[src/rtl/i2cm_pkg.sv]
package i2cm_pkg;
  typedef enum logic [3:0] {
    ST_IDLE, ST_START, ST_LOW, ST_RISE, ST_HIGH, ST_HOLD,
    ST_PLOW, ST_PRISE, ST_PHIGH, ST_PFREE
  } mst_state_e;
  localparam int unsigned BYTE_BITS = 8;
endpackage

[src/rtl/i2cm_sync.sv]
module i2cm_sync #(
  parameter int unsigned N      = 2,
  parameter int unsigned STAGES = 2
) (
  input  logic         clk,
  input  logic         rst_n,
  input  logic [N-1:0] d,
  output logic [N-1:0] q
);
  logic [N-1:0] st_q [STAGES];

  for (genvar s = 0; s < STAGES; s++) begin : g_stage
    if (s == 0) begin : g_first
      always_ff @(posedge clk or negedge rst_n)
        if (!rst_n) st_q[s] <= '1;
        else        st_q[s] <= d;
    end else begin : g_next
      always_ff @(posedge clk or negedge rst_n)
        if (!rst_n) st_q[s] <= '1;
        else        st_q[s] <= st_q[s-1];
    end
  end

  assign q = st_q[STAGES-1];
endmodule

[src/rtl/i2cm_busmon.sv]
module i2cm_busmon (
  input  logic clk,
  input  logic rst_n,
  input  logic scl_s,
  input  logic sda_s,
  output logic stop_det,
  output logic bus_busy
);
  logic scl_p, sda_p, busy_q, busy_d, start_det;

  assign start_det = scl_s & scl_p &  sda_p & ~sda_s;
  assign stop_det  = scl_s & scl_p & ~sda_p &  sda_s;

  always_comb begin
    busy_d = busy_q;
    if (start_det)     busy_d = 1'b1;
    else if (stop_det) busy_d = 1'b0;
  end

  always_ff @(posedge clk or negedge rst_n)
    if (!rst_n) begin
      scl_p  <= 1'b1;
      sda_p  <= 1'b1;
      busy_q <= 1'b0;
    end else begin
      scl_p  <= scl_s;
      sda_p  <= sda_s;
      busy_q <= busy_d;
    end

  assign bus_busy = busy_q;

  AST_STOP_FREES_BUS: assert property (@(posedge clk) disable iff (!rst_n)
    stop_det |=> !bus_busy);
endmodule

[src/rtl/i2cm_ctrl.sv]
module i2cm_ctrl
  import i2cm_pkg::*;
#(
  parameter int unsigned DIVW = 8
) (
  input  logic            clk,
  input  logic            rst_n,
  input  logic            active,
  input  logic [DIVW-1:0] div,
  input  logic            go,
  input  logic [7:0]      tx_data,
  input  logic            fsb,
  input  logic            esg,
  input  logic            scl_s,
  input  logic            sda_s,
  input  logic            bus_busy,
  output logic            scl_oe,
  output logic            sda_oe,
  output logic            busy,
  output logic            byte_done,
  output logic            nack,
  output logic            arb_hit
);
  localparam int unsigned CW     = DIVW + 4;
  localparam logic [3:0]  ACK_IX = 4'(BYTE_BITS);

  mst_state_e    state_q, state_d;
  logic [CW-1:0] cnt_q, cnt_d, ph_m1;
  logic [3:0]    bitn_q, bitn_d;
  logic [7:0]    sh_q, sh_d, txb_q, txb_d;
  logic          req_q, req_d, fsbp_q, fsbp_d, nack_q, nack_d;
  logic          done_q, done_d, sda_q, sda_d, tdone;

  // phase length 10 + 4*div; two phases plus the measured rise per bit
  assign ph_m1 = CW'(9) + (CW'(div) << 2);
  assign tdone = (cnt_q == ph_m1);

  always_comb begin
    state_d = state_q;
    bitn_d  = bitn_q;
    sh_d    = sh_q;
    txb_d   = txb_q;
    req_d   = req_q;
    fsbp_d  = fsbp_q;
    nack_d  = nack_q;
    done_d  = 1'b0;
    arb_hit = 1'b0;
    if (fsb && state_q != ST_IDLE) fsbp_d = 1'b1;
    unique case (state_q)
      ST_IDLE:  if (req_q && !bus_busy) begin
                  state_d = ST_START; sh_d = txb_q; bitn_d = '0; req_d = 1'b0;
                end
      ST_START: if (tdone) state_d = ST_LOW;
      ST_LOW:   if (tdone) state_d = ST_RISE;
      ST_RISE:  if (scl_s) state_d = ST_HIGH;
      ST_HIGH:
        if (bitn_q != ACK_IX && sh_q[7] && !sda_s) begin
          arb_hit = 1'b1; state_d = ST_IDLE; req_d = 1'b0; fsbp_d = 1'b0;
        end else if (tdone) begin
          if (bitn_q == ACK_IX) begin
            nack_d = sda_s; done_d = 1'b1; state_d = ST_HOLD;
          end else begin
            bitn_d = bitn_q + 4'd1; sh_d = {sh_q[6:0], 1'b0}; state_d = ST_LOW;
          end
        end
      ST_HOLD:
        if (fsbp_q || nack_q) state_d = ST_PLOW;
        else if (req_q) begin
          state_d = ST_LOW; sh_d = txb_q; bitn_d = '0; req_d = 1'b0;
        end
      ST_PLOW:  begin fsbp_d = 1'b0; if (tdone) state_d = ST_PRISE; end
      ST_PRISE: if (scl_s) state_d = ST_PHIGH;
      ST_PHIGH: if (tdone) state_d = ST_PFREE;
      ST_PFREE:
        if (tdone) begin
          req_d = 1'b0;
          if (esg) begin state_d = ST_START; sh_d = txb_q; bitn_d = '0; end
          else     state_d = ST_IDLE;
        end
      default:  state_d = ST_IDLE;
    endcase
    if (go && active) begin
      req_d = 1'b1; txb_d = tx_data; nack_d = 1'b0;
    end
    if (!active) begin
      state_d = ST_IDLE; req_d = 1'b0; fsbp_d = 1'b0; done_d = 1'b0;
    end
  end

  assign cnt_d = (state_d != state_q) ? '0 : cnt_q + CW'(1);

  // data line moves one cycle after the clock line falls
  always_comb begin
    unique case (state_q)
      ST_START, ST_PLOW, ST_PRISE, ST_PHIGH: sda_d = 1'b1;
      ST_LOW, ST_RISE, ST_HIGH:              sda_d = (bitn_q != ACK_IX) & ~sh_q[7];
      default:                               sda_d = 1'b0;
    endcase
  end

  always_ff @(posedge clk or negedge rst_n)
    if (!rst_n) begin
      state_q <= ST_IDLE;
      cnt_q   <= '0;
      bitn_q  <= '0;
      sh_q    <= '0;
      txb_q   <= '0;
      req_q   <= 1'b0;
      fsbp_q  <= 1'b0;
      nack_q  <= 1'b0;
      done_q  <= 1'b0;
      sda_q   <= 1'b0;
    end else begin
      state_q <= state_d;
      cnt_q   <= cnt_d;
      bitn_q  <= bitn_d;
      sh_q    <= sh_d;
      txb_q   <= txb_d;
      req_q   <= req_d;
      fsbp_q  <= fsbp_d;
      nack_q  <= nack_d;
      done_q  <= done_d;
      sda_q   <= sda_d;
    end

  assign scl_oe    = (state_q == ST_LOW) || (state_q == ST_HOLD) || (state_q == ST_PLOW);
  assign sda_oe    = sda_q;
  assign busy      = (state_q != ST_IDLE);
  assign byte_done = done_q;
  assign nack      = nack_q;

  AST_ARB_RELEASE: assert property (@(posedge clk) disable iff (!rst_n)
    arb_hit |=> (!scl_oe && state_q == ST_IDLE));
  AST_DONE_PARKED: assert property (@(posedge clk) disable iff (!rst_n)
    byte_done |-> (state_q == ST_HOLD && scl_oe));
  AST_STOP_AT_BYTE: assert property (@(posedge clk) disable iff (!rst_n)
    (state_q == ST_PLOW && $past(state_q) != ST_PLOW) |-> $past(state_q) == ST_HOLD);
  AST_NACK_STOP: assert property (@(posedge clk) disable iff (!rst_n)
    (state_q == ST_HOLD && nack_q && active) |=> state_q == ST_PLOW);
  AST_START_ORIGIN: assert property (@(posedge clk) disable iff (!rst_n)
    (state_q == ST_START && $past(state_q) != ST_START)
      |-> ($past(state_q) == ST_IDLE || $past(state_q) == ST_PFREE));
endmodule

[src/rtl/i2cm_master.sv]
module i2cm_master #(
  parameter int unsigned DIVW = 8
) (
  input  logic            clk,
  input  logic            rst_n,
  input  logic            men,
  input  logic [DIVW-1:0] div,
  input  logic            go,
  input  logic [7:0]      tx_data,
  input  logic            fsb,
  input  logic            esg,
  input  logic            scl_i,
  input  logic            sda_i,
  output logic            scl_oe,
  output logic            sda_oe,
  output logic            busy,
  output logic            byte_done,
  output logic            nack,
  output logic            arb_lost,
  output logic            ena
);
  logic [1:0] rs_q;
  logic       rst_i, scl_s, sda_s, stop_det, bus_busy, arb_hit;
  logic       dis_q, dis_d, arb_q, arb_d;
  logic [1:0] lines_s;

  always_ff @(posedge clk or negedge rst_n)
    if (!rst_n) rs_q <= '0;
    else        rs_q <= {rs_q[0], 1'b1};
  assign rst_i = rs_q[1];

  i2cm_sync #(.N(2), .STAGES(2)) u_sync (
    .clk(clk), .rst_n(rst_i), .d({scl_i, sda_i}), .q(lines_s));
  assign scl_s = lines_s[1];
  assign sda_s = lines_s[0];

  i2cm_busmon u_mon (
    .clk(clk), .rst_n(rst_i), .scl_s(scl_s), .sda_s(sda_s),
    .stop_det(stop_det), .bus_busy(bus_busy));

  assign ena = men & ~dis_q;

  i2cm_ctrl #(.DIVW(DIVW)) u_ctrl (
    .clk(clk), .rst_n(rst_i), .active(ena), .div(div), .go(go),
    .tx_data(tx_data), .fsb(fsb), .esg(esg), .scl_s(scl_s), .sda_s(sda_s),
    .bus_busy(bus_busy), .scl_oe(scl_oe), .sda_oe(sda_oe), .busy(busy),
    .byte_done(byte_done), .nack(nack), .arb_hit(arb_hit));

  always_comb begin
    dis_d = dis_q;
    arb_d = arb_q;
    if (arb_hit)                 dis_d = 1'b1;
    else if (stop_det || !men)   dis_d = 1'b0;
    if (arb_hit)                 arb_d = 1'b1;
    else if (!men)               arb_d = 1'b0;
  end

  always_ff @(posedge clk or negedge rst_i)
    if (!rst_i) begin
      dis_q <= 1'b0;
      arb_q <= 1'b0;
    end else begin
      dis_q <= dis_d;
      arb_q <= arb_d;
    end

  assign arb_lost = arb_q;

  AST_MEN_QUIET: assert property (@(posedge clk) disable iff (!rst_i)
    (!men && $past(!men) && $past(!men, 2)) |-> (!scl_oe && !sda_oe));
  AST_DIS_IDLE: assert property (@(posedge clk) disable iff (!rst_i)
    dis_q |-> !busy);
  AST_REARM: assert property (@(posedge clk) disable iff (!rst_i)
    (dis_q && stop_det && men) |=> ena);
endmodule

[config.mk]
export PLATFORM = sky130hd
export DESIGN_NAME = i2cm_master
export DESIGN_NICKNAME = d
export VERILOG_FILES = /design/src/rtl/i2cm_pkg.sv /design/src/rtl/i2cm_sync.sv /design/src/rtl/i2cm_busmon.sv /design/src/rtl/i2cm_ctrl.sv /design/src/rtl/i2cm_master.sv
export SDC_FILE = /design/constraint.sdc
export NUM_CORES = 1
export LEC_CHECK = 0
export BUFFER_PORTS_ARGS = -buffer_cell sky130_fd_sc_hd__buf_2
export CORE_AREA = 2 2 73 75
export CTS_CLUSTER_SIZE = 28
export DETAILED_ROUTE_END_ITERATION = 10
export DIE_AREA = 0 0 75 77
export PLACE_DENSITY_LB_ADDON = 0.12
export SYNTH_ARGS = -nofsm -noshare
export SYNTH_HDL_FRONTEND = slang
export SYNTH_SLANG_ARGS = --single-unit
[constraint.sdc]
create_clock -name clk -period 2.48 [get_ports clk]
set_input_delay 0.372 -clock clk [delete_from_list [all_inputs] [get_ports clk]]
set_output_delay 0.372 -clock clk [all_outputs]
set_load 0.005 [all_outputs]
==> results of run 1 <==
report_power, final:
group	internal, mW	switching [mW]
Clock	0.302	0.269
Combinational	0.228	0.217
Sequential	1.01	0.153
worst paths after layout:
check	from	to	slack, ps	cells past startpoint
max	u_ctrl.state_q[2]	u_ctrl.cnt_q[7]	240	6
min	scl_i	u_sync.st_q[3]	170	1
max reg2reg	u_ctrl.state_q[2]	u_ctrl.cnt_q[7]	240	6
min reg2reg	u_sync.st_q[2]	u_sync.q[0]	360	0
max in group asynchronous	rs_q[1]	u_sync.st_q[2]	1300	1
min in group asynchronous	rst_n	rs_q[1]	370	2
area by class of cell:
cell class	count	area, sq um
Clock buffer	7	76.3
Clock inverter	1	30.0
Fill cell	414	1640
Inverter	10	37.5
Multi-Input combinational cell	236	1570
Sequential cell	52	1310
Tap cell	70	87.6
Timing Repair Buffer	40	228
critical path: stages, from the launching register on:
cell      delay [ps]
dfrtp_1          520
or4_4            590
or3_1            370
o21ai_0          220
nor3_2           100
o211ai_2         200
nor2_1           120
what timing repair did:
item                       in CTS  in global routing
hold buffers                    1                  0
setup endpoints to repair       0                 11
hold endpoints to repair        2                  0
buffers inserted                0                  0
gates resized for setup         0                  2
cells in the mapped netlist, types with 5 or more instances:
cell type	instances
o21ai_0	18
xnor2_1	9
mux2i_1	6
inv_1	10
mux2_2	15
clkbuf_1	7
nor2_1	30
nand4_1	5
a21oi_1	11
nand2_1	40
nor3_1	6
buf_6	7
dfstp_2	6
nand3_1	11
dfrtp_1	46
xor2_1	11
nor2b_1	6
ha_1	5
flip-flops by register name (all words and copies together), names as in the netlist, 2 cells and up:
| register | flops |
|---|---|
| u_sync.q | 2 |
| u_ctrl.sh_q | 8 |
| u_sync.st_q | 2 |
| u_ctrl.cnt_q | 12 |
| u_ctrl.txb_q | 8 |
| rs_q | 2 |
| u_ctrl.bitn_q | 4 |
| u_ctrl.state_q | 4 |
cell families (layout without fill, tap and decap cells):
logic type | after synthesis | in the layout | share of synthesized area
and+or+nand+nor | 127 | 127 | 0.218
AOI/OAI and AO/OA | 62 | 62 | 0.142
DFF | 52 | 52 | 0.431
buffers and inverters | 27 | 58 | 0.0536
muxes | 21 | 21 | 0.0754
xor gates and xnor gates | 20 | 20 | 0.0577
adders and majority gates | 5 | 5 | 0.0206
other | 1 | 1 | 0.00123
per-layer routing:
layer,GRT usage,vias to the layer above
met3,0.0486,8
met1,0.320,1161
met5,0,-
met4,0.0696,0
met2,0.366,55
li1,-,1179
==> run summary, run 1 <==
Final Total Pwr: 2.18 mW
RSZ-0062 raised after global routing: no
cell area after layout: 0.00334 sq mm
Max VDD drop: 0.462 mV
commonest cells after routing, fill and taps aside: dfrtp_1, nand2_1, nor2_1, buf_2, o21ai_0
setup slack after layout: 235 ps
area of the die: 0.00578 sq mm
vias: 2403
vias per cell: 5.78
synthesized cell area: 0.00304 sq mm
Area Growth Syn to Fin: 10.0%
Worst Path Required: 2650 ps
WL met1: 2650 um
Synth Area per Inst: 9.64 sq um
WL met3: 273 um
vias in the first global route: 2355
clk_lat worst skew: 300 ps
most area-hungry cell type in the Yosys netlist: dfrtp_1
Max Clock Skew: 10.2 ps
Num CTS Buffers: 5
core area: 0.00498 sq mm
max-cap viol count: 0
Max Freq: 0.445 GHz
GRT Total Usage: 0.232
Row Count: 26
register area share after synthesis: 0.431
largest net degree at the start of global routing: 46
share of layout cells above drive strength 1: 0.249
EDFF count, synth: 0
CTS tree: done
Final nets: 374
HPWL Detailed: 4350 um
post-layout min period: 2240 ps
post-synthesis register bit count: 52
Setup crit end kind: flip-flop
Post-Syn Nets: 344
clock tree buffer depth: 2
routability-driven placement congestion ratio: 0.917
DP Worst Slack: 26.4 ps
Detail Route Antenna Nets: 0
worst-margin pin slew: 967 ps
post-synth cell types: 63
Ant. Diodes: 0
total grt overflow: 0
Worst Hold Slack: 166 ps
Cells after Synth: 315
top sig layer: met4
Hold WC Path Type: input pin to flip-flop
placed cells: 407
Power Density: 652 mW/mm^2
Setup-failing EPs final: 0
Pins Over Slew Limit: 0
H-tree Lvls: 2
synth top area cells: dfrtp_1, mux2_2, dfstp_2
prevailing post-synth register cell: dfrtp_1
post-layout util: 0.671
initial DRC count: 174
Die Y: 77 um
LEAKAGE: 1.49 nW
period utilisation layout: 0.905
io pins: 31
non-filler instance count after layout: 416
TNS Setup: 0 ps
routed length per instance: 14.3 um
routed wl met2: 2950 um
final WL: 5950 um
Port Buffers: 30
drt first pass iters: 4
commonest non-fill, non-tap cell in the layout: dfrtp_1
DRC: 0
Slew headroom: 0.355
type of origin of the critical path: flip-flop
fraction of registers with async set/reset: 1.00
top cell type's share of synthesized area: 0.379
first-pass GRT wire length: 10500 um
Die Wd: 75 um
status: complete, no violations
Root Buffer: clkbuf_8
CTS sink cnt: 52
crit path kind: flip-flop to flip-flop
clk slew on worst S/H paths: 90 ps
highest fanout seen on the critical path: 14
Initial Utilization: 0.610
Yosys warning count: 0
dpl cell area: 0.00322 sq mm
initial antenna violation count: 0
Final Hold Fails: 0
crit path DAT: 2420 ps
Power figures use the tool's default switching activity.
==> run 2, diff against run 1 <==
--- a/config.mk
+++ b/config.mk
@@ -6,11 +6,13 @@
 export NUM_CORES = 1
 export LEC_CHECK = 0
 export BUFFER_PORTS_ARGS = -buffer_cell sky130_fd_sc_hd__buf_2
-export CORE_AREA = 2 2 73 75
+export CORE_AREA = 2 2 84 66
 export CTS_CLUSTER_SIZE = 28
 export DETAILED_ROUTE_END_ITERATION = 10
-export DIE_AREA = 0 0 75 77
+export DIE_AREA = 0 0 86 68
 export PLACE_DENSITY_LB_ADDON = 0.12
+export RECOVER_POWER = 25
+export SKIP_LAST_GASP = 1
 export SYNTH_ARGS = -nofsm -noshare
 export SYNTH_HDL_FRONTEND = slang
 export SYNTH_SLANG_ARGS = --single-unit
==> run 2 against run 1 <==
- global-route usage up 0.48 points
- count of clock-buffer cells in the layout down 2
- register-to-register slack worse by 120 ps
- sequential power about the same
- maximum frequency down 5.2%
- critical path depth up 1
- non-clock buffer count up 1
- largest cell class unchanged
==> run summary, run 2 (same netlist as run 1, synthesis figures left out) <==
status: complete, no violations
vias per cell: 5.97
clk_lat worst skew: 310 ps
routability-driven placement congestion ratio: 0.932
H-tree Lvls: 2
Port Buffers: 30
post-CTS setup buffers: 0
DP Worst Slack: 47.5 ps
dpl cell area: 0.00322 sq mm
io pins: 31
type of origin of the critical path: flip-flop
max reg flops: 12
Die Y: 68 um
Max VDD drop: 0.535 mV
Final Hold Fails: 0
initial DRC count: 273
RSZ-0062 raised after global routing: no
crit path DAT: 2600 ps
Area Growth Syn to Fin: 9.15%
Max Clock Skew: 8.18 ps
highest fanout seen on the critical path: 19
Worst Hold End: u_sync.st_q[2]
Slew headroom: 0.214
worst-case reg-to-reg path depth: 7
clock tree buffer depth: 2
post-CTS sizing: 0
multi-input logic area: 0.00157 sq mm
post-layout util: 0.651
Detail Route Antenna Nets: 0
Worst Hold Slack: 151 ps
LEAKAGE: 1.48 nW
Largest Register: u_ctrl.cnt_q
Hold Buf Count CTS: 1
FF-to-FF Start: u_ctrl.state_q[1]
vias: 2443
largest net degree at the start of global routing: 31
area of the die: 0.00585 sq mm
clk slew on worst S/H paths: 100 ps
Num CTS Buffers: 5
Max Freq: 0.422 GHz
TNS Setup: 0 ps
core area: 0.00509 sq mm
WHS Path Cells: 1
crit path kind: flip-flop to flip-flop
Hold WC Path Type: input pin to flip-flop
setup slack after layout: 111 ps
drt first pass iters: 5
Setup crit end kind: flip-flop
initial antenna violation count: 0
CTS sink cnt: 52
routed length per instance: 15.3 um
Ant. Diodes: 0
Setup-failing EPs final: 0
period utilisation layout: 0.955
Row Count: 23
first-pass GRT wire length: 10700 um
Pins Over Slew Limit: 0
Final nets: 375
fill cell count: 432
DRC: 0
HPWL Detailed: 4530 um
HP Start: sda_i
Power Density: 641 mW/mm^2
share of layout cells above drive strength 1: 0.239
commonest cells after routing, fill and taps aside: dfrtp_1, nand2_1, nor2_1, buf_2, o21ai_0
final WL: 6260 um
Largest regs: u_ctrl.cnt_q: 12 flops, u_ctrl.sh_q: 8 flops, u_ctrl.txb_q: 8 flops
vias in the first global route: 2245
post-layout min period: 2370 ps
register area: 0.00131 sq mm
max-cap viol count: 0
cell area after layout: 0.00331 sq mm
commonest non-fill, non-tap cell in the layout: dfrtp_1
Worst Path Required: 2710 ps
CTS tree: done
R2R setup slack: 110 ps
GRT Total Usage: 0.237
Initial Utilization: 0.596
Die Wd: 86 um
worst-margin pin slew: 1180 ps
total grt overflow: 0
Critical R2R Capture: u_ctrl.cnt_q[3]
Root Buffer: clkbuf_8
run 2: cell types whose count changed in the layout (fill, tap and decap cells not counted), sizes merged:
cell	change
clkinv	+2
inv	+1
clkbuf	-1
bufinv	-1
run 2: report_power, final:
part,internal [mW],switching (mW)
Clock,0.203,0.291
Combinational,0.233,0.238
Sequential,1.01,0.154
Total,1.44,0.683
run 2: worst max-delay path, cell delays in order, from the launching register on:
cell and delay [ps]:
dfrtp_1 480, buf_4 240, nor2b_1 290, o311ai_0 210, a31o_2 300, a32oi_1 290, o211ai_2 260, nor2_1 230
run 2: worst max path at each step:
stage,startpoint,endpoint,slack [ps],depth (start not counted)
after global placement,div[2],u_ctrl.sh_q[4],150,9
final,u_ctrl.state_q[1],u_ctrl.cnt_q[3],110,7
after CTS,u_ctrl.state_q[1],u_ctrl.cnt_q[3],170,6
after floorplan,div[1],u_ctrl.sh_q[3],310,8
after detailed placement,div[2],u_ctrl.cnt_q[3],50,9
after global routing,u_ctrl.state_q[1],u_ctrl.cnt_q[3],0.2,6
run 2: area by class of cell:
type                            count  area share
Clock buffer                        5      0.0208
Inverter                           10      0.0113
Sequential cell                    52       0.395
Tap cell                           62      0.0234
Multi-Input combinational cell    236       0.472
Clock inverter                      3     0.00680
Timing Repair Buffer               41      0.0706
run 2: per-layer routing:
| layer | global-route usage | wire, um | share of wire | up-vias |
|---|---|---|---|---|
| li1 | - | - | - | 1178 |
| met1 | 0.340 | 2910 | 0.47 | 1144 |
| met2 | 0.365 | 2790 | 0.45 | 111 |
| met3 | 0.0531 | 490 | 0.078 | 10 |
| met4 | 0.0635 | 68 | 0.011 | 0 |
| met5 | 0 | 0 | 0 | - |
run 2: per-stage QoR:
| stage | power, mW | instances |
|---|---|---|
| floorplan | 1.51 | 315 |
| global placement | 1.60 | 400 |
| detailed placement | 1.63 | 400 |
| CTS | 2.14 | 409 |
| global route | 2.26 | 409 |
| finish | 2.13 | 409 |
